$ cat config.mk
export PLATFORM = sky130hd
export DESIGN_NAME = owsearch_accel
export DESIGN_NICKNAME = d
export VERILOG_FILES = /design/src/rtl/owsearch_accel.sv
export SDC_FILE = /design/constraint.sdc
export NUM_CORES = 1
export LEC_CHECK = 0
export BUFFER_PORTS_ARGS = -buffer_cell sky130_fd_sc_hd__buf_2
export CAP_MARGIN = 20
export CELL_PAD_IN_SITES_DETAIL_PLACEMENT = 2
export CELL_PAD_IN_SITES_GLOBAL_PLACEMENT = 2
export CORE_UTILIZATION = 35
export DETAILED_ROUTE_END_ITERATION = 8
export MAX_ROUTING_LAYER = met4
export PLACE_DENSITY_LB_ADDON = 0.1
export SLEW_MARGIN = 5
export SYNTH_ARGS = -nofsm -noshare
export SYNTH_HDL_FRONTEND = slang
export SYNTH_SLANG_ARGS = --single-unit
$ cat constraint.sdc
create_clock -name clk -period 2.4 [get_ports clk]
set_clock_uncertainty 0.15 [all_clocks]
set_input_delay 0.24 -clock clk [delete_from_list [all_inputs] [get_ports clk]]
set_output_delay 0.24 -clock clk [all_outputs]
set_load 0.01 [all_outputs]
$ cat src/rtl/owsearch_accel.sv
module owsearch_accel #(
  parameter int SLOT_LEN  = 16,
  parameter int LOW0_LEN  = 10,
  parameter int LOW1_LEN  = 2,
  parameter int SAMPLE_AT = 6
) (
  input  logic       clk,
  input  logic       rst_n,
  input  logic       search_mode,
  input  logic       tx_valid,
  input  logic [7:0] tx_data,
  output logic       busy,
  output logic [7:0] rx_data,
  output logic       rx_full,
  input  logic       rx_ack,
  output logic       bus_pull,
  input  logic       bus_in
);
  localparam int CW = $clog2(SLOT_LEN + 1);

  logic          srch;
  logic [7:0]    txb, acc;
  logic [CW-1:0] cnt;
  logic [2:0]    bitn;
  logic [1:0]    ph;
  logic          rd_true, dir_q;

  wire wbit     = !srch ? txb[bitn] : (ph == 2'd2 ? dir_q : 1'b1);
  wire sample   = busy && cnt == CW'(SAMPLE_AT);
  wire slot_end = busy && cnt == CW'(SLOT_LEN - 1);
  wire last     = srch ? (bitn == 3'd3 && ph == 2'd2) : (bitn == 3'd7);
  wire both0    = !rd_true && !bus_in;
  wire both1    = rd_true && bus_in;
  wire pick     = both0 ? txb[{bitn[1:0], 1'b1}] : rd_true;
  wire flag     = both0 || both1;

  assign bus_pull = busy && (cnt < (wbit ? CW'(LOW1_LEN) : CW'(LOW0_LEN)));

  always_ff @(posedge clk) begin
    if (!rst_n) begin
      busy    <= 1'b0;
      srch    <= 1'b0;
      txb     <= '0;
      acc     <= '0;
      cnt     <= '0;
      bitn    <= '0;
      ph      <= '0;
      rd_true <= 1'b0;
      dir_q   <= 1'b0;
      rx_data <= '0;
      rx_full <= 1'b0;
    end else begin
      if (rx_ack) rx_full <= 1'b0;
      if (!busy) begin
        if (tx_valid) begin
          busy <= 1'b1;
          srch <= search_mode;
          txb  <= tx_data;
          acc  <= '0;
          cnt  <= '0;
          bitn <= '0;
          ph   <= '0;
        end
      end else begin
        cnt <= cnt + 1'b1;
        if (sample) begin
          if (!srch) acc[bitn] <= bus_in;
          else if (ph == 2'd0) rd_true <= bus_in;
          else if (ph == 2'd1) begin
            dir_q <= pick;
            acc[{bitn[1:0], 1'b1}] <= pick;
            acc[{bitn[1:0], 1'b0}] <= flag;
          end
        end
        if (slot_end) begin
          cnt <= '0;
          if (last) begin
            busy    <= 1'b0;
            rx_data <= acc;
            rx_full <= 1'b1;
          end else if (!srch) begin
            bitn <= bitn + 1'b1;
          end else if (ph == 2'd2) begin
            ph   <= 2'd0;
            bitn <= bitn + 1'b1;
          end else begin
            ph <= ph + 1'b1;
          end
        end
      end
    end
  end
endmodule

# --- Word-level counts from Yosys, hierarchy flattened ---
# Index checks and enable logic that the tools add are counted.
op_classes:
  bitwise: 2
  mux: 47
  n_reduce_logical: 21
  eq_ne: 13
  order_cmp: 7
  addsub: 3
op_table:
  columns: ["op", "count"]
  rows:
  - ["2-to-1 mux 8 bit", 6]
  - ["bitwise mux 8 bit", 3]
  - ["2-to-1 mux 3 bit", 6]
  - ["2-to-1 mux 1 bit", 17]
  - ["AND reduction 4 bit", 4]
  - ["2-to-1 mux 5 bit", 3]
  - ["less-than comparator 3 x 4 -> 1 bit, second input constant", 3]
  - ["2-to-1 mux 2 bit", 6]
  - [">= comparator 3 x 1 -> 1 bit, second input constant", 3]
  - ["logical AND 1 bit", 9]
  - ["!= test 2 x 1 -> 1 bit, second input constant", 3]
  - ["!= test 3 x 2 -> 1 bit, second input constant", 2]
  - ["adder 5 x 1 -> 5 bit, second input constant", 1]
  - ["== test 5 x 3 -> 1 bit, second input constant", 1]
  - ["== test 5 x 4 -> 1 bit, second input constant", 1]
  - ["less-than comparator 5 x 4 -> 1 bit", 1]
  - ["AND reduction 5 bit", 1]
  - ["demux 1 bit (select 2 bit)", 2]
  - ["2-to-1 mux 4 bit", 1]
  - ["adder 3 x 1 -> 3 bit, second input constant", 1]
  - ["binary-select mux 1 bit (select 3 bit)", 1]
  - ["demux 1 bit (select 3 bit)", 1]
  - ["== test 3 x 2 -> 1 bit, second input constant", 1]
  - ["== test 3 bit, second input constant", 1]
  - ["13 further kinds", 15]
word_totals:
  out_inout_bits: 11
  in_bits: 14
  elab_cells: 104
  register_bits: 39

# --- Logic depth before layout (Yosys ltp) ---
logic_depth:
  word_depth: 11
  depth_mapped: 8
  mapped_depth_nobuf: 7

# --- Worst setup path before layout ---
# Ideal clock, no wire load.
synth_timing:
  path_kind: "register to output"
  start: "register bitn[0]"
  end: "output bus_pull"
  path_stages_with_launch: 9
  t_required_ns: 2.010
  slack_ns: 0.169
  arrival_time_ns: 1.841
  n_path_buf: 1
  path_cell_list: "dfxtp_1 > buf_6 > and3_1 > a311oi_1 > a31oi_1 > o41a_1 > ha_1 > o21ai_0 > and3_1"
synth_via:
  elab_chain_len: 6
synth_rtl:
  columns: ["item", "line", "rtl"]
  rows:
  - ["start, declared", "24", "logic [2:0] bitn;"]
  - ["start signal, assigned", "82", "bitn <= bitn + 1'b1;"]
  - ["start signal, assigned", "85", "bitn <= bitn + 1'b1;"]
  - ["binary-select mux 1 bit (select 3 bit)", "28", "wire wbit = !srch ? txb[bitn] : (ph == 2'd2 ? dir_q : 1'b1);"]
  - ["2-to-1 mux 1 bit (implied by the code)", "28", null]
  - ["2-to-1 mux 1 bit", "28", null]
  - ["2-to-1 mux 4 bit", "37", "assign bus_pull = busy && (cnt < (wbit ? CW'(LOW1_LEN) : CW'(LOW0_LEN)));"]
  - ["less-than comparator 5 x 4 -> 1 bit", "37", null]
  - ["logical AND 1 bit", "37", null]
  - ["end, declared", "16", "output logic bus_pull,"]
# Every way passes these cells. The select of a mux whose other input is x is not followed.

# --- Worst setup path after layout ---
layout_timing:
  start: "register bitn[1]"
  end: "output bus_pull"
# The elaborated chain is that of the path after synthesis.

==> out/results.txt <==
CP peak stage delay -> 0.35 ns
CP required -> 2.01 ns
Mapped Nets -> 280
Longest Clk Path Bufs -> 2
Port bufs -> 24
Top Family by Delay on Critical Path -> compound AO/OA/AOI/OAI gates
RSZ-0062 raised after global routing -> true
H-tree depth -> 2
Count of final max-slew check failures -> 0
Crit Path Max Fanout -> 9
Post-CTS Setup Bufs -> 0
Yosys top cell area share -> 35.04%
Layout cells sized above 1 -> 21.79%
DR pass1 iterations -> 4
Synth Cell Area -> 0.002228 mm²
I/O pins -> 25
Vias/cell -> 5.682
CP max-delay cell -> dfxtp_2
Crit-path cells -> bufinv_8, a311oi_2, a31oi_1, o41a_1, ha_1, o21ai_0, and3_1, buf_2
Fin crit period -> 2.477 ns
Clk_lat worst skew -> 0.30 ns
# diodes -> 0
Synth warn -> 0
Setup WS post-layout -> -0.07681 ns
Worst Tran Pin Value -> 0.6648 ns
Worst Setup End Kind -> primary output
Slew margin rel. -> 55.59%
Hold Buf Count CTS -> 0
Vias post-DR -> 2017
WL/cell -> 17.85 µm
R2R Setup Slk -> 0.18 ns
Worst hold slack -> 0.01785 ns
CP Launch Type -> register
Power Total -> 1.329 mW
Antenna-violating nets left -> 0
Mean post-synth cell area -> 8.705 µm²
Synthesis-stage register bit count -> 39
Synth cell types -> 57
Max Fclk -> 403.7 MHz
Largest net degree at the start of global routing -> 29
CTS tree -> done
Clock root buffer -> clkbuf_8
Cell Count, Final, Fillers Out -> 355
Die Y -> 81.79 µm
Outcome -> finished with violations
Worst hold path type -> input pin to register
Grt total ovfl -> 0
Fin crit share -> 103.2%
Final-report hold violation count -> 0
WL final -> 6.336 mm
Post-synth top flop -> dfxtp_1
Arrival time worst endpoint -> 2.09 ns
Endpoints failing setup -> 1
Max cap viols -> 0
FFs w/ async S/R, synth -> 0%
Core Area -> 0.006026 mm²
Layout Utilization -> 41.88%
Placer congestion estimate -> 0.7826
Class of the most critical setup path -> register to primary output
Cell count after synthesis -> 256
Largest cells by area after synthesis -> dfxtp_1 (35%), ha_1 (5.6%), nand2_1 (5.6%)
Number of global-route vias before repair -> 2082
Nets -> 303
Peak supply drop -> 226.6 µV
DRC Markers -> 0
Die Footprint -> 0.006690 mm²
Initial DRC Count -> 78
DP Wirelength -> 4.702 mm
Leakage -> 0.9599 nW
Clk slew on worst S/H paths -> 0.09 ns
EDFF count, synth -> 0
Area growth syn-to-layout -> 13.25%
Sequential area share after synthesis -> 35.04%
Initial Util -> 36.98%
Failing checks -> negative setup slack
CTS buffer count -> 5
First-pass GRT wire length -> 10.56 mm
Power density over the cells -> 526.7 mW/mm²
Worst path buffer plus inverter count -> 2
Placed Instances -> 347
Antenna violations before repair -> 0
TNS Setup -> -0.07681 ns
Area leader, netlist -> dfxtp_1
Die W -> 81.79 µm
Core Rows -> 28
Tot GR Track Use -> 21.58%
Clock sink count -> 39
==> flip-flops by register name (all words and copies together), names as in the netlist <==
signal and flops:
acc 8, bitn 3, busy 1, cnt 5
dir_q 1, ph 2, rd_true 1, rx_data 8
rx_full 1, srch 1, txb 8
==> final timing paths <==
kind,start,to,cells after the start
max,bitn[1],bus_pull,8
min,tx_data[7],txb[7],3
max reg2reg,bitn[0],bitn[2],7
min reg2reg,acc[1],rx_data[1],2
==> final cells by class <==
| type | instances | area, µm² |
|---|---|---|
| Tap cell | 75 | 93.84 |
| Sequential cell | 39 | 784.5 |
| Inverter | 7 | 40.04 |
| Clock buffer | 5 | 68.82 |
| Timing Repair Buffer | 35 | 215.2 |
| Clock inverter | 3 | 20.02 |
| Multi-Input combinational cell | 191 | 1301 |
| Fill cell | 702 | 3502 |
==> layer usage <==
| metal | wire [µm] | up-vias | global-route usage [%] |
|---|---|---|---|
| met4 | 43 | 0 | 4.737 |
| met3 | 153 | 5 | 3.667 |
| met5 | 0 | - | - |
| li1 | - | 991 | - |
| met2 | 3277 | 25 | 37.11 |
| met1 | 2862 | 996 | 26.26 |
==> timing repair <==
action / in CTS / in global routing
gates cloned: 0 / 0
setup endpoints to repair: 1 / 1
pin swaps: 2 / 1
gates resized for setup: 4 / 0
==> layout by cell type, fill, tap and decap left out, types with 2 or more instances in the layout <==
cell type | netlist | layout
nor4_1 | 2 | 2
dfxtp_1 | 39 | 36
buf_4 | 2 | 10
nand4b_1 | 3 | 3
mux2i_1 | 5 | 5
nor2_1 | 7 | 7
nor3_1 | 2 | 2
a21boi_1 | 3 | 3
and2_1 | 3 | 3
nand3_1 | 15 | 15
nand2b_1 | 9 | 9
ha_1 | 10 | 10
a21boi_0 | 3 | 3
a31oi_1 | 10 | 10
o21ai_0 | 11 | 11
nand3b_1 | 3 | 3
and3_1 | 3 | 3
a41oi_1 | 2 | 2
nand2_1 | 33 | 33
nor2b_1 | 4 | 4
clkinvlp_4 | 0 | 2
a311oi_1 | 7 | 6
o21a_1 | 2 | 2
clkbuf_8 | 0 | 5
o21ai_1 | 3 | 3
dfxtp_2 | 0 | 3
buf_2 | 6 | 24
a32oi_1 | 5 | 5
o31ai_1 | 6 | 6
a21oi_1 | 14 | 14
a41o_1 | 3 | 3
inv_1 | 5 | 5
==> kinds of logic (layout without fill, tap and decap cells) <==
group / count (synthesis) / count (layout) / share of synthesized area [%]
simple gates: 97 / 97 / 24.65
flops: 39 / 39 / 35.04
compound gates: 79 / 79 / 25.60
mux: 5 / 5 / 2.246
buf+inv: 26 / 50 / 6.850
fa+ha+maj: 10 / 10 / 5.615
==> cells in the mapped netlist (2+ instances only) <==
| cell type | n |
|---|---|
| buf_2 | 6 |
| o21ai_0 | 11 |
| nand4b_1 | 3 |
| o21ai_1 | 3 |
| nand2_1 | 33 |
| nand3b_1 | 3 |
| a41oi_1 | 2 |
| a21boi_1 | 3 |
| nand2b_1 | 9 |
| mux2i_1 | 5 |
| dfxtp_1 | 39 |
| a41o_1 | 3 |
| and2_1 | 3 |
| and3_1 | 3 |
| nor2b_1 | 4 |
| buf_4 | 2 |
| a21boi_0 | 3 |
| o31ai_1 | 6 |
| nor4_1 | 2 |
| nor3_1 | 2 |
| o21a_1 | 2 |
| a21oi_1 | 14 |
| nand3_1 | 15 |
| a32oi_1 | 5 |
| clkbuf_1 | 7 |
| a311oi_1 | 7 |
| nor2_1 | 7 |
| ha_1 | 10 |
| a31oi_1 | 10 |
| buf_6 | 3 |
| inv_1 | 5 |
==> where the power goes <==
part | leakage, nW | total (mW) | switching [mW] | internal [mW]
Clock | 0.0402 | 0.469 | 0.266 | 0.203
Sequential | 0.318 | 0.682 | 0.0156 | 0.667
Combinational | 0.601 | 0.178 | 0.109 | 0.0692
==> metrics by stage <==
stage / worst slack (ns) / cell area (µm²)
final: -0.07681 / 2524
after global routing: -0.2235 / 2524
after CTS: -0.09135 / 2524
after detailed placement: 0.09340 / 2425
after global placement: 0.1055 / 2425
after floorplan: 0.1693 / 2228
==> worst reg2reg max path, stage by stage, from the launching register on <==
cell and delay (ns):
dfxtp_2 0.35, buf_4 0.18, ha_1 0.28, ha_1 0.23
and4b_1 0.21, o21ai_0 0.19, o2111ai_1 0.30, mux2i_1 0.20
Note: power is estimated with default switching activity, not from simulation.
